<file path="config.mk">
export PLATFORM = sky130hd
export DESIGN_NAME = irq_cond_top
export DESIGN_NICKNAME = d
export VERILOG_FILES = /design/src/rtl/irq_cond_pkg.sv /design/src/rtl/irq_sync.sv /design/src/rtl/irq_io_decode.sv /design/src/rtl/irq_ctl_regs.sv /design/src/rtl/irq_hold_ch.sv /design/src/rtl/irq_fpu_err.sv /design/src/rtl/irq_cond_top.sv
export SDC_FILE = /design/constraint.sdc
export NUM_CORES = 1
export LEC_CHECK = 0
export BUFFER_PORTS_ARGS = -buffer_cell sky130_fd_sc_hd__buf_4
export CORE_UTILIZATION = 35
export CTS_CLUSTER_DIAMETER = 40
export DETAILED_ROUTE_END_ITERATION = 7
export PLACE_DENSITY = 0.83
export SLEW_MARGIN = 20
export SYNTH_ARGS = -nofsm -noshare
export SYNTH_HDL_FRONTEND = slang
export SYNTH_SLANG_ARGS = --single-unit
</file>
<file path="constraint.sdc">
create_clock -name clk -period 2.2 [get_ports clk]
set_clock_uncertainty 0.2 [all_clocks]
set_input_delay 0.11 -clock clk [delete_from_list [all_inputs] [get_ports clk]]
set_output_delay 0.11 -clock clk [all_outputs]
set_load 0.02 [all_outputs]
</file>
<file path="src/rtl/irq_cond_pkg.sv">
package irq_cond_pkg;
  localparam int CFG_W      = 32;
  localparam int CFG_LANES  = CFG_W / 8;
  localparam int NUM_CH     = 2;
  localparam int CH_KBD     = 0;
  localparam int CH_AUX     = 1;
  localparam int EN_KBD_BIT = 0;
  localparam int EN_FPU_BIT = 1;
  localparam int EN_AUX_BIT = 2;
  localparam logic [CFG_W-1:0] CFG_RESET   = 32'h0000_0004;
  localparam logic [CFG_W-1:0] CFG_RW_MASK =
    (32'd1 << EN_KBD_BIT) | (32'd1 << EN_FPU_BIT) | (32'd1 << EN_AUX_BIT);

  typedef struct packed {
    logic aux_en;
    logic fpu_en;
    logic kbd_en;
  } irq_ctl_t;
endpackage

</file>
<file path="src/rtl/irq_sync.sv">
module irq_sync #(
  parameter int   STAGES  = 2,
  parameter logic RST_VAL = 1'b0
) (
  input  logic clk,
  input  logic rst_n,
  input  logic din,
  output logic level,
  output logic rise,
  output logic fall
);
  localparam int LAST = STAGES - 1;

  logic [LAST:0] chain;
  logic          prev;

  always_ff @(posedge clk or negedge rst_n) begin
    if (!rst_n) begin
      chain <= {STAGES{RST_VAL}};
      prev  <= RST_VAL;
    end else begin
      prev  <= chain[LAST];
      if (STAGES > 1) chain <= {chain[LAST-1:0], din};
      else            chain <= din;
    end
  end

  assign level = chain[LAST];
  assign rise  = chain[LAST] & ~prev;
  assign fall  = ~chain[LAST] & prev;
endmodule

</file>
<file path="src/rtl/irq_io_decode.sv">
module irq_io_decode #(
  parameter int              ADDR_W    = 16,
  parameter logic [ADDR_W-1:0] DATA_PORT = 16'h0060,
  parameter logic [ADDR_W-1:0] ECLR_PORT = 16'h00F0
) (
  input  logic              io_strobe,
  input  logic              io_write,
  input  logic [ADDR_W-1:0] io_addr,
  output logic              data_rd_hit,
  output logic              eclr_wr_hit
);
  always_comb begin
    data_rd_hit = io_strobe && !io_write && (io_addr == DATA_PORT);
    eclr_wr_hit = io_strobe &&  io_write && (io_addr == ECLR_PORT);
  end
endmodule

</file>
<file path="src/rtl/irq_ctl_regs.sv">
module irq_ctl_regs
  import irq_cond_pkg::*;
#(
  parameter int          AW        = 6,
  parameter logic [AW-1:0] DW_OFFSET = 6'h34
) (
  input  logic                 clk,
  input  logic                 rst_n,
  input  logic                 cfg_wr,
  input  logic [AW-1:0]        cfg_dw_addr,
  input  logic [CFG_LANES-1:0] cfg_be,
  input  logic [CFG_W-1:0]     cfg_wdata,
  output logic [CFG_W-1:0]     cfg_rdata,
  output irq_ctl_t             ctl
);
  logic             hit;
  logic [CFG_W-1:0] store;

  assign hit = (cfg_dw_addr == DW_OFFSET);

  for (genvar g = 0; g < CFG_LANES; g++) begin : g_lane
    always_ff @(posedge clk or negedge rst_n) begin
      if (!rst_n)
        store[g*8 +: 8] <= CFG_RESET[g*8 +: 8] & CFG_RW_MASK[g*8 +: 8];
      else if (cfg_wr && hit && cfg_be[g])
        store[g*8 +: 8] <= cfg_wdata[g*8 +: 8] & CFG_RW_MASK[g*8 +: 8];
    end
  end

  always_comb begin
    cfg_rdata  = hit ? (store & CFG_RW_MASK) : '0;
    ctl.kbd_en = store[EN_KBD_BIT];
    ctl.fpu_en = store[EN_FPU_BIT];
    ctl.aux_en = store[EN_AUX_BIT];
  end
endmodule

</file>
<file path="src/rtl/irq_hold_ch.sv">
module irq_hold_ch (
  input  logic clk,
  input  logic rst_n,
  input  logic en,
  input  logic level,
  input  logic rise,
  input  logic clr,
  output logic out
);
  logic held;

  always_ff @(posedge clk or negedge rst_n) begin
    if (!rst_n)   held <= 1'b0;
    else if (!en) held <= 1'b0;
    else          held <= rise | (held & ~clr);
  end

  assign out = en ? held : level;
endmodule

</file>
<file path="src/rtl/irq_fpu_err.sv">
module irq_fpu_err (
  input  logic clk,
  input  logic rst_n,
  input  logic en,
  input  logic err_lvl,
  input  logic err_fall,
  input  logic eclr,
  output logic irq_out,
  output logic ign_out
);
  logic irq_q;
  logic ign_q;

  always_ff @(posedge clk or negedge rst_n) begin
    if (!rst_n) begin
      irq_q <= 1'b0;
      ign_q <= 1'b0;
    end else if (!en) begin
      irq_q <= 1'b0;
      ign_q <= 1'b0;
    end else begin
      irq_q <= err_fall | (irq_q & ~eclr);
      if (err_lvl) ign_q <= 1'b0;
      else         ign_q <= ign_q | eclr;
    end
  end

  assign irq_out = irq_q & en;
  assign ign_out = ign_q & en;
endmodule

</file>
<file path="src/rtl/irq_cond_top.sv">
module irq_cond_top
  import irq_cond_pkg::*;
#(
  parameter int              SYNC_STAGES   = 2,
  parameter int              IO_AW         = 16,
  parameter logic [IO_AW-1:0] DATA_PORT    = 16'h0060,
  parameter logic [IO_AW-1:0] ECLR_PORT    = 16'h00F0,
  parameter logic [5:0]      CFG_DW_OFFSET = 6'h34
) (
  input  logic             clk,
  input  logic             rst_n,
  input  logic             cfg_wr,
  input  logic [5:0]       cfg_dw_addr,
  input  logic [3:0]       cfg_be,
  input  logic [31:0]      cfg_wdata,
  output logic [31:0]      cfg_rdata,
  input  logic             io_strobe,
  input  logic             io_write,
  input  logic [IO_AW-1:0] io_addr,
  input  logic             kbd_irq_in,
  input  logic             aux_irq_in,
  input  logic             fpu_err_n,
  output logic             kbd_irq_out,
  output logic             aux_irq_out,
  output logic             fpu_irq_out,
  output logic             numerr_ignore
);
  irq_ctl_t          ctl;
  logic              rd_hit;
  logic              wr_hit;
  logic [NUM_CH-1:0] ch_in;
  logic [NUM_CH-1:0] ch_en;
  logic [NUM_CH-1:0] ch_lvl;
  logic [NUM_CH-1:0] ch_rise;
  logic [NUM_CH-1:0] ch_fall;
  logic [NUM_CH-1:0] ch_out;
  logic              err_lvl;
  logic              err_fall;
  logic              err_rise;

  irq_ctl_regs #(.AW(6), .DW_OFFSET(CFG_DW_OFFSET)) u_regs (
    .clk(clk), .rst_n(rst_n), .cfg_wr(cfg_wr), .cfg_dw_addr(cfg_dw_addr),
    .cfg_be(cfg_be), .cfg_wdata(cfg_wdata), .cfg_rdata(cfg_rdata), .ctl(ctl)
  );

  irq_io_decode #(.ADDR_W(IO_AW), .DATA_PORT(DATA_PORT), .ECLR_PORT(ECLR_PORT)) u_dec (
    .io_strobe(io_strobe), .io_write(io_write), .io_addr(io_addr),
    .data_rd_hit(rd_hit), .eclr_wr_hit(wr_hit)
  );

  assign ch_in[CH_KBD] = kbd_irq_in;
  assign ch_in[CH_AUX] = aux_irq_in;
  assign ch_en[CH_KBD] = ctl.kbd_en;
  assign ch_en[CH_AUX] = ctl.aux_en;

  for (genvar c = 0; c < NUM_CH; c++) begin : g_ch
    irq_sync #(.STAGES(SYNC_STAGES), .RST_VAL(1'b0)) u_sync (
      .clk(clk), .rst_n(rst_n), .din(ch_in[c]),
      .level(ch_lvl[c]), .rise(ch_rise[c]), .fall(ch_fall[c])
    );
    irq_hold_ch u_hold (
      .clk(clk), .rst_n(rst_n), .en(ch_en[c]), .level(ch_lvl[c]),
      .rise(ch_rise[c]), .clr(rd_hit), .out(ch_out[c])
    );
  end

  irq_sync #(.STAGES(SYNC_STAGES), .RST_VAL(1'b1)) u_err_sync (
    .clk(clk), .rst_n(rst_n), .din(fpu_err_n),
    .level(err_lvl), .rise(err_rise), .fall(err_fall)
  );

  irq_fpu_err u_fpu (
    .clk(clk), .rst_n(rst_n), .en(ctl.fpu_en), .err_lvl(err_lvl),
    .err_fall(err_fall), .eclr(wr_hit), .irq_out(fpu_irq_out), .ign_out(numerr_ignore)
  );

  assign kbd_irq_out = ch_out[CH_KBD];
  assign aux_irq_out = ch_out[CH_AUX];
endmodule

</file>
==> reports/qor.txt, run 1 <==
global-route usage over all layers - 0.124
number of DRC markers in iteration 0 - 2
ANT nets after route - 0
routed length per instance - 9.58 µm
drt drc - 0
Overflow after GRT - 0
Synth warnings - 0
commonest non-fill, non-tap cell in the layout - buf_4
CORE AREA - 0.00245 mm²
Die ar. - 0.00279 mm²
Synth cell types - 21
vias after detailed routing - 694
DP Wirelength - 1260 µm
post_cts resized - 0
Synth area leaders - dfrtp_1 33%, buf_4 24%, dfstp_2 12%, mux2_2 6.2%, and2_1 3.5%
Worst setup EP type - primary output
postcts setup bufs - 0
clock slew at reported path FFs - 90 ps
Fin Setup TNS - 0 ps
Starting Density - 0.368
crit path buf inv count - 1
fillers - 236
LEAKAGE - 0.639 nW
via count of the first global-routing pass - 615
H-tree lvl count - 1
Die X - 52.8 µm
Max-cap violations - 0
chip height - 52.8 µm
largest buffer count on any clock path - 2
Ports - 102
hold_sp - cfg_dw_addr[1]
mean post-synth cell area - 10.9 µm²
post-route cell area - 0.00123 mm²
Worst path slowest cell - dfstp_2
final setup violation count - 0
final worst path period share - 0.746
sequential-to-total area share from yosys stat - 0.449
most frequent cells in the layout - 40 x buf_4, 29 x conb_1, 12 x dfrtp_1
Clock Power Share - 0.296
Clk Latency, worst-skew pair - 280 ps
Worst Path Max Fanout - 4
final hold slack - 6.55 ps
Synth top area share - 0.332
router iterations before antenna repair - 4
worst hold path type - in -> reg
fmax - 610 MHz
worst endpoint data arrival time - 1330 ps
Seq cells post-synth - 16
critical path type - reg -> out
Nets - 200
switching part of the total - 0.269
IO Port Bufs - 40
critical-path cell list - mux2_2 -> buf_4
Vias/cell - 4.26
Root Buffer - clkbuf_4
cell-internal power - 0.475 mW
worst reg2reg startpoint - u_err_sync.chain[1]
TritonCTS clock tree - yes
Post-Route WL - 1560 µm
P&R area growth vs syn - 36.7%
RSZ-0062 raised after global routing - no
combinational share of power - 0.211
share of cells above drive strength 1 - 0.414
Placement Rows - 18
CTS buffer count - 3
Final Max Tran Viols - 0
Critical Path Start - u_regs.ctl[2]
PwrDens - 526 mW/mm²
Cells after Synth - 83
pin count of the biggest net entering global routing - 17
global-route wire length before repair - 2400 µm
max incr delay on CP - 560 ps
initial antenna violation count - 0
CP Launch Type - flop
Fin. Hold Viols - 0
sw power - 0.175 mW
DP Area - 0.00113 mm²
Flop pwr share - 0.493
synthesized area - 903 µm²
Final min period - 1640 ps
Synth area leader - dfrtp_1
CP required - 1890 ps
status - finished clean
CP delay by family, top - flip-flops
antenna cells - 0
peak supply drop - 0.494 mV
GP Congestion - 0.767
Sink Count - 16
-- power groups by stage --
stage | clock [mW] | combinational, mW | sequential [mW]
2_1_floorplan | 0 | 0.107 | 0.323
3_3_place_gp | 0 | 0.125 | 0.325
3_5_place_dp | 0 | 0.128 | 0.326
4_1_cts | 0.197 | 0.137 | 0.321
5_1_grt | 0.208 | 0.150 | 0.323
6_report | 0.192 | 0.137 | 0.321
-- kinds of logic (layout without fill, tap and decap cells) --
group	count (synthesis)	after routing	share of synthesized area
mux	5	5	0.0623
buf+inv	30	52	0.245
compound gates	7	7	0.0443
simple gates	24	24	0.195
flops	16	16	0.449
other cells	1	29	0.00415
-- path summary, 6_finish.rpt --
check,endpoint,slack (ps),cells past startpoint
worst max-delay path,aux_irq_out,560,2
worst min-delay path,u_regs.ctl[0],7,3
worst max register to register,u_fpu.ign_q,920,3
worst min register to register,g_ch[1].u_sync.chain[1],160,0
max in group asynchronous,u_err_sync.chain[1],1530,2
min in group asynchronous,g_ch[0].u_sync.chain[0],20,2
-- through the flow --
| step | power [mW] | util | setup WS [ps] | std cells |
|---|---|---|---|---|
| 2_1_floorplan | 0.430 | - | 974 | 111 |
| 3_3_place_gp | 0.450 | 0.460 | 800 | 152 |
| 3_5_place_dp | 0.454 | 0.460 | 795 | 152 |
| 4_1_cts | 0.656 | 0.503 | 539 | 163 |
| 5_1_grt | 0.681 | 0.503 | 507 | 163 |
| 6_report | 0.650 | 0.503 | 559 | 163 |
-- area by class of cell --
type	count	area [µm²]	share of cell area
clock buffers	4	36.3	0.0294
multi-input cells	65	382	0.309
inverters	1	3.75	0.00304
repair buffers	47	370	0.300
flip-flops and latches	16	405	0.328
well taps	30	37.5	0.0304
-- flip-flops by register name, summed over array words and instances, names as in the netlist --
signal             cells
u_err_sync.prev        1
u_fpu.ign_q            1
g_ch.u_hold.held       2
u_regs.ctl             3
g_ch.u_sync.prev       2
u_err_sync.chain       2
g_ch.u_sync.chain      4
u_fpu.irq_q            1
-- synthesized netlist by cell type --
master,count
buf_4,29
dfrtp_1,12
and2_1,5
mux2_2,5
nor2b_1,5
dfstp_2,4
a21oi_1,3
nor3_1,3
o21ai_0,3
nor2_1,2
nor4_1,2
a2bb2o_1,1
and4_1,1
and4b_1,1
conb_1,1
inv_1,1
nand2_1,1
nand2b_1,1
nand3_1,1
nand4b_4,1
nor4_4,1
-- tightest hold or removal path: stages --
cell	delay, ps
buf_4	100
nor4_4	50
mux2_2	210
-- repair_timing --
| item | in CTS | in global routing |
|---|---|---|
| endpoints found under the setup margin | 0 | 0 |
| hold endpoints to repair | 22 | 0 |
| hold buffers | 7 | 0 |
-- metal layers --
| layer | GRT usage | wire [µm] | part of all wire | vias up |
|---|---|---|---|---|
| met5 | 0 | 0 | 0 | - |
| met4 | 0.0789 | 10 | 0.0064 | 0 |
| met3 | 0.0174 | 169 | 0.11 | 2 |
| met2 | 0.226 | 806 | 0.52 | 61 |
| met1 | 0.130 | 576 | 0.37 | 311 |
| li1 | - | - | - | 320 |
(Power assumes the default switching activity.)
==> run 2: changes to the inputs <==
--- a/config.mk
+++ b/config.mk
@@ -6,10 +6,10 @@
 export NUM_CORES = 1
 export LEC_CHECK = 0
 export BUFFER_PORTS_ARGS = -buffer_cell sky130_fd_sc_hd__buf_4
-export CORE_UTILIZATION = 35
+export CORE_UTILIZATION = 33
 export CTS_CLUSTER_DIAMETER = 40
 export DETAILED_ROUTE_END_ITERATION = 7
-export PLACE_DENSITY = 0.83
+export PLACE_DENSITY = 0.79
 export SLEW_MARGIN = 20
 export SYNTH_ARGS = -nofsm -noshare
 export SYNTH_HDL_FRONTEND = slang
==> constraint.sdc (replaced) <==
create_clock -name clk -period 1.7 [get_ports clk]
set_clock_uncertainty 0.2 [all_clocks]
set_input_delay 0.085 -clock clk [delete_from_list [all_inputs] [get_ports clk]]
set_output_delay 0.085 -clock clk [all_outputs]
set_load 0.02 [all_outputs]
==> run 2 against run 1 <==
Design area up 3.2%. Combinational power up 37%. Total power up 31%. Critical path type is now in -> reg. Largest cell class is now buffers. Critical path depth up 3. Largest power group unchanged. Non-clock buffer count up 4. Sequential power up 30%.
==> reports/qor.txt, run 2 (synthesis results as in run 1) <==
Starting Density - 0.358 (-0.00986)
H-tree lvl count - 1 (unchanged)
initial antenna violation count - 0 (unchanged)
number of DRC markers in iteration 0 - 1 (-1)
chip height - 54.3 µm (+2.9%)
TritonCTS clock tree - yes
routed length per instance - 9.98 µm (+4.2%)
Layout Cells excl Fill - 167 (+2.5%)
Final Max Tran Viols - 0 (unchanged)
antenna cells - 0 (unchanged)
post-layout util - 0.505 (+0.00240)
Overflow after GRT - 0 (unchanged)
fmax - 612 MHz
Vias/cell - 4.20 (-1.3%)
met3 usage - 0.0417 (+0.0243)
global-route usage over all layers - 0.131 (+0.00691)
Reg2Reg Depth - 2 (-1)
LEAKAGE - 0.662 nW (+3.7%)
Worst path slowest cell - dlygate4sd3_1
post-route cell area - 0.00127 mm² (+3.2%)
Post-Route WL - 1670 µm (+6.7%)
global-route wire length before repair - 2650 µm (+10%)
RSZ-0062 raised after global routing - no
CP required - 1670 ps (-220 ps)
clock slew at reported path FFs - 100 ps (about the same)
DP Cell Count - 152 (unchanged)
P&R area growth vs syn - 41.1%
via count of the first global-routing pass - 669 (+8.8%)
Worst Path Max Fanout - 3 (-1)
status - finished clean
worst endpoint data arrival time - 1610 ps (+280 ps)
commonest non-fill, non-tap cell in the layout - buf_4
pre-CTS setup slack - 302 ps (-493 ps)
final setup violation count - 0 (unchanged)
Critical Path Start - cfg_dw_addr[3]
Clk Latency, worst-skew pair - 280 ps (about the same)
Final min period - 1640 ps
GR Util met1 - 0.131 (+0.000374)
CP Launch Type - primary input
postcts setup bufs - 0 (unchanged)
max reg flops - 4 (unchanged)
grt peak-use layer - met2
Nets - 204 (+2.0%)
peak supply drop - 0.515 mV (+4.1%)
Placement Rows - 18 (unchanged)
largest buffer count on any clock path - 2 (unchanged)
post_cts resized - 0 (unchanged)
final worst setup slack - 64.8 ps (-495 ps)
CTS buffer count - 3 (unchanged)
most frequent cells in the layout - 40 x buf_4, 29 x conb_1, 12 x dfrtp_1
critical-path cell list - buf_4 -> nand4b_4 -> nor4_4 -> mux2_2 -> dlygate4sd3_1
final worst path period share - 0.962
CORE AREA - 0.00252 mm² (+2.8%)
Die ar. - 0.00295 mm² (+5.8%)
GP Congestion - 0.734 (-4.3%)
Root Buffer - clkbuf_4
critical path type - in -> reg
DP Area - 0.00113 mm² (unchanged)
final hold slack - 17.7 ps (+11.1 ps)
IO Port Bufs - 40 (unchanged)
Ports - 102 (unchanged)
max incr delay on CP - 560 ps (about the same)
slew margin rel. - 0.644
met2 usage in global routing - 0.252 (+0.0263)
Max-cap violations - 0 (unchanged)
router iterations before antenna repair - 3 (-1)
share of cells above drive strength 1 - 0.401 (-0.0121)
Worst Tran Pin Value - 533 ps
Worst setup EP type - flop
ANT nets after route - 0 (unchanged)
vias after detailed routing - 702 (+1.2%)
drt drc - 0 (unchanged)
fillers - 228 (-3.4%)
worst hold path type - in -> reg
Critical Path End - u_regs.ctl[0]
Sink Count - 16 (unchanged)
R2R Setup Slk - 140 ps (-780 ps)
pin count of the biggest net entering global routing - 13 (-4)
DP Wirelength - 1320 µm (+5.2%)
worst reg2reg startpoint - u_regs.ctl[1]
total power - 0.854 mW (+31%)
RR Endpoint - u_regs.ctl[1]
Fin Setup TNS - 0 ps (unchanged)
Fin. Hold Viols - 0 (unchanged)
Hold-fix buffers, CTS - 11 (+4)
Top reg by flops - g_ch.u_sync.chain
Die X - 54.3 µm (+2.9%)
PwrDens - 670 mW/mm² (+27%)
==> run 2: layout make-up <==
type                    count  area [µm²]  area share
flip-flops and latches     16         405       0.318
clock buffers               4        36.3      0.0285
repair buffers             51         410       0.322
inverters                   1        3.75     0.00294
multi-input cells          65         382       0.299
well taps                  30        37.5      0.0294
==> run 2: how the worst min path moves through the flow <==
stage               startpoint                 endpoint  cells after the start
floorplan                rst_n      g_ch[0].u_hold.held                      0
global placement         rst_n  g_ch[0].u_sync.chain[0]                      1
detailed placement       rst_n  g_ch[0].u_sync.chain[0]                      1
CTS                 io_addr[4]              u_fpu.irq_q                      4
global route        io_addr[4]              u_fpu.irq_q                      4
finish              io_addr[4]              u_fpu.irq_q                      4
==> run 2: worst max-delay path: cells and delay by family <==
kind          cells  cell delay [ps]
buf+inv           2              670
mux               1              370
simple gates      2              490
==> run 2: power by group <==
part,leakage [nW],switching (mW),internal [mW],total (mW)
clock,0.0210,0.121,0.130,0.251
sequential,0.195,0.0122,0.403,0.416
combinational,0.447,0.0981,0.0895,0.188
==> run 2: metal layers <==
layer	up-vias	wire, µm
li1	329	-
met1	317	632
met2	56	860
met3	0	174
met4	0	0
met5	-	0
